**src/rtl/tpl_pkg.sv**
```systemverilog
package tpl_pkg;

  typedef enum logic {
    FMT_NIBBLE = 1'b0,
    FMT_BYTE   = 1'b1
  } tpl_fmt_e;

  typedef struct packed {
    logic loadReq;
    logic loadLookup;
    logic fetchPal;
  } tpl_strobe_t;

endpackage

```
**src/rtl/tpl_ctrl.sv**
```systemverilog
module tpl_ctrl
  import tpl_pkg::*;
(
  input  logic        clk,
  input  logic        rst_n,
  input  logic        reqValid,
  input  logic        s1Transp,
  output tpl_strobe_t strobe,
  output logic        vramRdEn,
  output logic        palRdEn,
  output logic        outValid
);

  logic s1Valid;
  logic s2Valid;

  always_ff @(posedge clk) begin
    if (!rst_n) begin
      s1Valid <= 1'b0;
      s2Valid <= 1'b0;
    end else begin
      s1Valid <= reqValid;
      s2Valid <= s1Valid;
    end
  end

  always_comb begin
    strobe.loadReq    = reqValid;
    strobe.loadLookup = s1Valid;
    strobe.fetchPal   = s1Valid & ~s1Transp;
  end

  assign vramRdEn = reqValid;
  assign palRdEn  = strobe.fetchPal;
  assign outValid = s2Valid;

endmodule

```
**src/rtl/tpl_datapath.sv**
```systemverilog
module tpl_datapath
  import tpl_pkg::*;
#(
  parameter int VRAM_AW  = 17,
  parameter int PAL_AW   = 10,
  parameter int COORD_W  = 3,
  parameter int BANK_W   = 4,
  parameter int COLOUR_W = 15
) (
  input  logic                clk,
  input  logic                rst_n,
  input  tpl_strobe_t         strobe,
  input  logic [VRAM_AW-1:0]  reqBase,
  input  logic [COORD_W-1:0]  reqX,
  input  logic [COORD_W-1:0]  reqY,
  input  logic                reqFormat,
  input  logic [BANK_W-1:0]   reqBank,
  input  logic [PAL_AW-1:0]   reqRegion,
  output logic [VRAM_AW-1:0]  vramRdAddr,
  input  logic [7:0]          vramRdData,
  output logic [PAL_AW-1:0]   palRdAddr,
  input  logic [15:0]         palRdData,
  output logic                s1Transp,
  input  logic                resValid,
  output logic [COLOUR_W-1:0] outColour,
  output logic                outTransparent
);

  localparam int NIB_ROW_SH  = COORD_W - 1;
  localparam int BYTE_ROW_SH = COORD_W;
  localparam int IDX_SH      = 1;
  localparam int BANK_SH     = 5;

  logic [VRAM_AW-1:0] rowNib, rowByte, colNib, colByte;
  logic [PAL_AW-1:0]  idxOff, bankOff;
  logic               s1OddX;
  tpl_fmt_e           s1Fmt;
  logic [BANK_W-1:0]  s1Bank;
  logic [PAL_AW-1:0]  s1Region;
  logic [7:0]         s1Index;
  logic               s2Transp;

  // stage 0: byte address, shift amounts derived from tile geometry
  always_comb begin
    rowNib     = VRAM_AW'(reqY) << NIB_ROW_SH;
    rowByte    = VRAM_AW'(reqY) << BYTE_ROW_SH;
    colNib     = VRAM_AW'(reqX >> 1);
    colByte    = VRAM_AW'(reqX);
    vramRdAddr = (tpl_fmt_e'(reqFormat) == FMT_BYTE)
               ? reqBase + rowByte + colByte
               : reqBase + rowNib + colNib;
  end

  always_ff @(posedge clk) begin
    if (!rst_n) begin
      s1OddX   <= 1'b0;
      s1Fmt    <= FMT_NIBBLE;
      s1Bank   <= '0;
      s1Region <= '0;
    end else if (strobe.loadReq) begin
      s1OddX   <= reqX[0];
      s1Fmt    <= tpl_fmt_e'(reqFormat);
      s1Bank   <= reqBank;
      s1Region <= reqRegion;
    end
  end

  // stage 1: index extraction, transparency, palette address
  always_comb begin
    if (s1Fmt == FMT_BYTE)
      s1Index = vramRdData;
    else if (s1OddX)
      s1Index = {4'h0, vramRdData[7:4]};
    else
      s1Index = {4'h0, vramRdData[3:0]};
    s1Transp = (s1Index == 8'h00) ||
               ((s1Bank != '0) && (s1Index[3:0] == 4'h0));
    idxOff    = PAL_AW'({s1Index, {IDX_SH{1'b0}}});
    bankOff   = PAL_AW'({s1Bank, {BANK_SH{1'b0}}});
    palRdAddr = strobe.fetchPal ? s1Region + idxOff + bankOff : '0;
  end

  always_ff @(posedge clk) begin
    if (!rst_n)
      s2Transp <= 1'b0;
    else if (strobe.loadLookup)
      s2Transp <= s1Transp;
  end

  // stage 2: colour from palette data, top bit discarded
  always_comb begin
    outTransparent = resValid & s2Transp;
    outColour      = (resValid && !s2Transp) ? palRdData[COLOUR_W-1:0] : '0;
  end

endmodule

```
**src/rtl/tile_pixel_lookup.sv**
```systemverilog
module tile_pixel_lookup
  import tpl_pkg::*;
#(
  parameter int VRAM_AW  = 17,
  parameter int PAL_AW   = 10,
  parameter int COORD_W  = 3,
  parameter int BANK_W   = 4,
  parameter int COLOUR_W = 15
) (
  input  logic                clk,
  input  logic                rst_n,
  input  logic                reqValid,
  input  logic [VRAM_AW-1:0]  reqBase,
  input  logic [COORD_W-1:0]  reqX,
  input  logic [COORD_W-1:0]  reqY,
  input  logic                reqFormat,
  input  logic [BANK_W-1:0]   reqBank,
  input  logic [PAL_AW-1:0]   reqRegion,
  output logic                vramRdEn,
  output logic [VRAM_AW-1:0]  vramRdAddr,
  input  logic [7:0]          vramRdData,
  output logic                palRdEn,
  output logic [PAL_AW-1:0]   palRdAddr,
  input  logic [15:0]         palRdData,
  output logic                outValid,
  output logic [COLOUR_W-1:0] outColour,
  output logic                outTransparent
);

  tpl_strobe_t strobe;
  logic        s1Transp;

  tpl_ctrl u_ctrl (
    .clk      (clk),
    .rst_n    (rst_n),
    .reqValid (reqValid),
    .s1Transp (s1Transp),
    .strobe   (strobe),
    .vramRdEn (vramRdEn),
    .palRdEn  (palRdEn),
    .outValid (outValid)
  );

  tpl_datapath #(
    .VRAM_AW (VRAM_AW),
    .PAL_AW  (PAL_AW),
    .COORD_W (COORD_W),
    .BANK_W  (BANK_W),
    .COLOUR_W(COLOUR_W)
  ) u_dp (
    .clk           (clk),
    .rst_n         (rst_n),
    .strobe        (strobe),
    .reqBase       (reqBase),
    .reqX          (reqX),
    .reqY          (reqY),
    .reqFormat     (reqFormat),
    .reqBank       (reqBank),
    .reqRegion     (reqRegion),
    .vramRdAddr    (vramRdAddr),
    .vramRdData    (vramRdData),
    .palRdAddr     (palRdAddr),
    .palRdData     (palRdData),
    .s1Transp      (s1Transp),
    .resValid      (outValid),
    .outColour     (outColour),
    .outTransparent(outTransparent)
  );

endmodule

```
**config.mk**
```make
export PLATFORM = sky130hd
export DESIGN_NAME = tile_pixel_lookup
export DESIGN_NICKNAME = d
export VERILOG_FILES = /design/src/rtl/tpl_pkg.sv /design/src/rtl/tpl_ctrl.sv /design/src/rtl/tpl_datapath.sv /design/src/rtl/tile_pixel_lookup.sv
export SDC_FILE = /design/constraint.sdc
export NUM_CORES = 1
export LEC_CHECK = 0
export BUFFER_PORTS_ARGS = -buffer_cell sky130_fd_sc_hd__buf_2
export CORE_MARGIN = 5
export CORE_UTILIZATION = 35
export CTS_CLUSTER_DIAMETER = 40
export CTS_CLUSTER_SIZE = 25
export DETAILED_ROUTE_END_ITERATION = 16
export GPL_ROUTABILITY_DRIVEN = 0
export PLACE_DENSITY = 0.79
export SKIP_LAST_GASP = 1
export SYNTH_ARGS = -nofsm -noshare
export SYNTH_HDL_FRONTEND = slang
export SYNTH_SLANG_ARGS = --single-unit
```
**constraint.sdc**
```tcl
create_clock -name clk -period 2.83 [get_ports clk]
set_clock_uncertainty 0.2 [all_clocks]
set_input_delay 0.1415 -clock clk [delete_from_list [all_inputs] [get_ports clk]]
set_output_delay 0.1415 -clock clk [all_outputs]
set_load 0.05 [all_outputs]
```
==> flow_summary.ini, run 1 <==
[grt]
grt_pass1_wl_um = 10100
grt_max_degree = 20
antenna_found_initial = 0
grt-ovfl-total = 0
grt_pass1_vias = 2276
grt_use_total = 0.160

[power]
max-vdd-ir-drop_uv = 221
p_leak_nw = 1.60
power_density_nw_per_um2 = 341
finalPower_mw = 1.13

[yosys]
synthFlopType = dfxtp_1
synth_area_um2 = 2170
synthDistinctLibCells = 44
yosysTopAreaCell = dfxtp_1
seq_area_frac_synth = 0.175
syn_avg_cell_area_um2 = 8.47
synth_area_leaders = dfxtp_1 18%, ha_1 13%, mux2i_1 7.8%, and2_1 6.9%, fa_1 6.5%
synth_top_area_share = 0.175
syn_inst = 256
ys_ff_latch = 19
async_reset_ff_frac = 0
synth-edff-count = 0
syn_nets = 350
ys_warn_count = 0

[floorplan]
die_area_um2 = 7870
rows = 28
die-height_um = 88.7
die_x_um = 88.7
start_util = 0.362
ios = 111
fp.coreArea_um2 = 5990

[place]
port_buffers = 109
place_inst = 442
placed_area_um2 = 2910
dp_hpwl_um = 5040
dpl_worst_slack_ns = -0.250

[sta]
max_freq_ghz = 0.314
setup_tns_ns = -1.20
setup_viol = 6
hold_ws_ns = -0.00800
period_needed_ns = 3.18
fin_crit_sh = 1.12
finalHoldViolCount = 1
slew_headroom = 0.556
rsz0062_at_grt = true
final_max_slew_viol_count = 0
fin_ws_ns = -0.353
tightest_slew_ns = 0.665

[final_layout]
nets = 483
stdcell_area_um2 = 3330
instances_no_fill = 463
post_route_cells_drive_above_1_share = 0.428
area_delta_synth_final_pct = 53.3
n_fill_cell = 501
antenna_cells = 0
final_core_util = 0.555

[clocking]
htreeDepth = 1
cts_sinks = 19
clkTransAtPathRegs_ns = 0.07
clk_latency_ns = 0.25
numCtsBuffers = 3
cts_tree = built
cts_root_buf = clkbuf_8
cts_buffer_depth = 2

[setup_path]
crit_arrival_ns = 2.84
cp-start-kind = flop
endpoint_kind = primary output
rr_startpoint = u_dp.s1OddX
crit_start = u_dp.s1OddX
worstSetupPathType = reg -> out
worstPathRequired_ns = 2.49
path_max_fanout = 5

[route]
drtIter0Drc = 90
ant_nets = 0
drt_wl_total_um = 6790
drc = 0
post_drt_wl_per_cell_um = 14.7
drtPass1Iterations = 4
vias = 2291
via_per_inst = 4.95

[run_status]
violations = negative hold slack, negative setup slack
status = finished, violations left

[worst_hold_path]
hp-start = reqX[0]
hold_path_class = in -> reg

[run]
cap_viol_max_count = 0
==> final timing paths <==
path                                        end  slack (ns)  cells after the start
worst min register to register  u_ctrl.outValid        0.30                      1
worst max register to register    u_dp.s2Transp        0.95                      8
worst max-delay path               palRdAddr[8]       -0.35                     12
worst min-delay path                u_dp.s1OddX      -0.008                      3
==> where the power goes <==
part           internal, mW  leakage [nW]  switching [mW]
clock network        0.0998        0.0228          0.0843
registers             0.284         0.158          0.0134
logic                 0.255          1.42           0.399
==> state kept, by name, indices dropped and copies added, names as in the netlist <==
| register | cells |
|---|---|
| u_dp.s2Transp | 1 |
| u_dp.s1Region | 10 |
| u_dp.s1OddX | 1 |
| u_dp.s1Bank | 4 |
| u_dp.s1Fmt | 1 |
| u_ctrl.s1Valid | 1 |
| u_ctrl.outValid | 1 |
==> synth_stat cells, drive strengths merged, types with 7 or more instances <==
master  number
a211oi       7
mux2i       17
xor2        14
o21ai       11
xnor2        9
inv         10
dfxtp       19
nand2       15
and2        24
a21oi       11
ha          22
nor2        19
fa           7
nor2b       18
==> routing by layer <==
layer	global-route usage	wire (µm)	share of wire
met5	0	0	0
met3	0.0121	250	0.037
met1	0.195	2670	0.39
met4	0.0481	109	0.016
met2	0.295	3760	0.55
==> cell families (layout without fill, tap and decap cells) <==
logic type                 count (synthesis)  count (layout)  synth area share
AOI/OAI and AO/OA                         47              47             0.152
xor gates and xnor gates                  23              23            0.0929
adders and majority gates                 29              29             0.191
buffers and inverters                     18             150            0.0375
DFF                                       19              19             0.175
muxes                                     23              23             0.110
and+or+nand+nor                           97              97             0.242
==> area by class of cell <==
class / instances / area [µm²] / share of cell area
multi-input cells: 219 / 1930 / 0.579
repair buffers: 136 / 840 / 0.252
clock buffers: 4 / 45.0 / 0.0135
inverters: 10 / 37.5 / 0.0113
well taps: 75 / 93.8 / 0.0282
flip-flops and latches: 19 / 383 / 0.115
==> repair_timing <==
action,CTS,global route
buffers inserted,0,3
endpoints found under the hold margin,14,0
pin swaps,11,14
endpoints found under the setup margin,7,7
hold buffers,14,0
gates resized for setup,21,19
==> critical path: stages (launching register included) <==
cell and delay, ns:
dfxtp_2 0.33, nor2b_4 0.13, buf_6 0.12, mux2_4 0.31
ha_4 0.28, ha_4 0.14, fa_2 0.22, a21o_1 0.13
a21oi_2 0.06, nand2b_4 0.15, or3b_4 0.38, a41oi_4 0.15
buf_6 0.18
==> placed cells by master (no fill, tap or decap), drive strengths merged, types with 2 or more instances in the layout <==
master	n
a211oi	7
a21o	6
a21oi	11
and2	24
and3	2
buf	122
clkbuf	4
dfxtp	19
dlygate4sd3	14
fa	7
ha	22
inv	10
mux2	6
mux2i	17
nand2	15
nand2b	3
nand3	6
nor2	19
nor2b	18
nor3	5
nor4	3
o21ai	11
o21bai	2
xnor2	9
xor2	14
Power figures use the tool's default switching activity.
==> run 2: changes to the inputs <==
--- a/config.mk
+++ b/config.mk
@@ -5,6 +5,7 @@
 export SDC_FILE = /design/constraint.sdc
 export NUM_CORES = 1
 export LEC_CHECK = 0
+export ABC_AREA = 1
 export BUFFER_PORTS_ARGS = -buffer_cell sky130_fd_sc_hd__buf_2
 export CORE_MARGIN = 5
 export CORE_UTILIZATION = 35
@@ -12,7 +13,7 @@
 export CTS_CLUSTER_SIZE = 25
 export DETAILED_ROUTE_END_ITERATION = 16
 export GPL_ROUTABILITY_DRIVEN = 0
-export PLACE_DENSITY = 0.79
+export PLACE_DENSITY = 0.77
 export SKIP_LAST_GASP = 1
 export SYNTH_ARGS = -nofsm -noshare
 export SYNTH_HDL_FRONTEND = slang
==> run 2 against run 1 <==
Combinational power rose by 3%. Synthesized cell count rose by 64%. Die area rose by 12%. Sequential power barely moved. Total power rose by 1.9%. Highest routed layer unchanged. The run now ends clean.
==> flow_summary.ini, run 2 <==
[run_status]
status = complete, no violations

[final_layout]
layout_commonest_cell = nand2_1
largest_reg_flops = 10
regMostFlops = u_dp.s1Region
post_route_cells_drive_above_1_share = 0.265
nets = 634
n_fill_cell = 691
layout.cells.most_common_list = 118 x nand2_1, 102 x buf_2, 66 x inv_1, 62 x nor2_1, 27 x nand3_1
antenna_cells = 0
multi_input_area_um2 = 1850
area_delta_synth_final_pct = 36.5
largestRegisters = u_dp.s1Region (10), u_dp.s1Bank (4)
regArea_um2 = 382

[route]
via_per_inst = 4.72
wl_met2_um = 3770
wl_met1_um = 3260
wl_met3_um = 468
routed.top_layer = met4
drtPass1Iterations = 4
post_drt_wl_per_cell_um = 12.0
drtIter0Drc = 151
drt_wl_total_um = 7620
vias = 2998
drc = 0
ant_nets = 0

[setup_path]
worstPathRequired_ns = 2.49
worstReg2RegEnd = u_dp.s2Transp
cp_top_family = adder cells
path_depth = 11
cp-endpoint = palRdAddr[9]
r2r_slack_ns = 1.42
cpMostUsedCell = nand2_1
crit_start = u_dp.s1Fmt
rr_startpoint = u_dp.s1OddX
path_buf_inv = 3
rr_worst_depth = 8
path_max_fanout = 5
critPathMaxStageDelay_ns = 0.48
worstSetupPathType = reg -> out
cp_cell_sequence = buf_4, nand2_1, fa_1, inv_1, ha_4, a21oi_1, nand3_1, nand2_1, nand2_1, nor2_2, buf_6
slowest_stage = fa_1
cp-start-kind = flop
crit_arrival_ns = 2.42
endpoint_kind = primary output

[sta]
finalHoldViolCount = 0
tightest_slew_ns = 0.564
final_max_slew_viol_count = 0
hold_ws_ns = 0.00338
setup_viol = 0
slew_headroom = 0.623
period_needed_ns = 2.76
fin_ws_ns = 0.0663
max_freq_ghz = 0.362
fin_crit_sh = 0.977
rsz0062_at_grt = true

[yosys]
synth_area_leaders = nand2_1 18%, dfxtp_1 15%, ha_1 11%, inv_1 10%, nor2_1 9.6%
async_reset_ff_frac = 0
synth_area_um2 = 2470
synthDistinctLibCells = 32
syn_avg_cell_area_um2 = 5.90
synth_compound_area_frac = 0.0996
synth-xor-area-share = 0.0349
synth_common_cells = 119 x nand2_1, 66 x inv_1, 63 x nor2_1
synth_top_family_by_area = simple AND/OR/NAND/NOR gates
syn_inst = 419
syn_nets = 513
ys_warn_count = 0
synthFlopType = dfxtp_1
synthAdderAreaFrac = 0.168
synth_top_area_share = 0.181
synth_most_common_cell = nand2_1
yosysTopAreaCell = nand2_1
synth-edff-count = 0
yosys.area_share.simple = 0.417
ys_ff_latch = 19
muxShareOfSynthArea = 0
seq_area_frac_synth = 0.154

[grt]
grt_max_degree = 21
antenna_found_initial = 0
grt_pass1_wl_um = 12100
grt_pass1_vias = 2813
grt_use_total = 0.163
grt-ovfl-total = 0

[floorplan]
die_x_um = 94.1
fp.coreArea_um2 = 6830
ios = 111
rows = 30
die_area_um2 = 8850
start_util = 0.362
die-height_um = 94.1

[clocking]
htreeDepth = 1
clkTransAtPathRegs_ns = 0.07
clk_latency_ns = 0.25
cts_setup_buffers = 0
cts_sinks = 19
numCtsBuffers = 3
cts_root_buf = clkbuf_8
cts_buffer_depth = 2
cts_tree = built

[place]
dp_hpwl_um = 6170
dpl_worst_slack_ns = 0.0487
port_buffers = 109

[power]
p_leak_nw = 1.98
max-vdd-ir-drop_uv = 192
power_density_nw_per_um2 = 343

[run]
cap_viol_max_count = 0

[worst_hold_path]
hold_path_class = in -> reg
run 2: cell count changes after synthesis, sizes merged, moves of 8 or more:
| cell | change |
|---|---|
| mux2i | -17 |
| nand3 | +24 |
| nor2 | +47 |
| nand4 | +8 |
| nand2 | +109 |
| inv | +59 |
| o21ai | +13 |
| xor2 | -9 |
| a21oi | +9 |
| nor2b | -18 |
| and2 | -23 |
run 2: per-layer routing:
layer,vias up,GRT usage
li1,1559,-
met1,1329,0.195
met2,98,0.306
met3,12,0.0200
met4,0,0.0397
met5,-,0
run 2: cell families after synthesis:
logic type | after synthesis
AO/OA/AOI/OAI | 47
XOR/XNOR | 9
adder cells (fa/ha/maj) | 29
buffers and inverters | 77
flip-flops | 19
AND/OR/NAND/NOR | 238
run 2: repair_timing:
item	in CTS	in global routing
endpoints found under the hold margin	13	0
setup endpoints to repair	3	7
pin swaps	1	3
hold buffers	13	0
gates resized for setup	7	18
run 2: cell type report:
class | count | area share
repair buffers | 124 | 0.212
clock buffers | 4 | 0.0133
flip-flops and latches | 19 | 0.113
inverters | 69 | 0.0767
well taps | 96 | 0.0356
multi-input cells | 323 | 0.549
run 2: worst register-to-register path: cells and delay by family (launching register included):
family / cells / cell delay [ns]
flops: 1 / 0.33
simple gates: 6 / 0.61
buf+inv: 2 / 0.21
run 2: how the worst min path moves through the flow:
stage	from	to	slack, ns	cells after the start
after detailed placement	reqRegion[2]	u_dp.s1Region[2]	0.17	3
after CTS	reqRegion[8]	u_dp.s1Region[8]	0.0003	3
final	reqBank[3]	u_dp.s1Bank[3]	0.003	3
after global routing	reqBank[3]	u_dp.s1Bank[3]	0.01	3
after global placement	reqBank[1]	u_dp.s1Bank[1]	0.17	3
after floorplan	reqX[0]	u_dp.s1OddX	0.08	2
run 2: per-stage QoR:
stage | cell area (µm²) | power, mW | utilization | std cells | setup TNS (ns)
3_3_place_gp | 3110 | 0.908 | 0.455 | 618 | 0
4_1_cts | 3300 | 1.13 | 0.484 | 635 | -0.0143
6_report | 3380 | 1.16 | 0.494 | 635 | 0
3_5_place_dp | 3110 | 0.923 | 0.455 | 618 | 0
5_1_grt | 3380 | 1.24 | 0.494 | 635 | -0.150
2_1_floorplan | 2480 | 0.757 | - | 419 | -0.0688
run 2: report_power, final:
part / internal, mW / switching (mW) / total, mW
registers: 0.286 / 0.0130 / 0.299
logic: 0.227 / 0.447 / 0.673
clock network: 0.0998 / 0.0849 / 0.185
total: 0.612 / 0.544 / 1.16
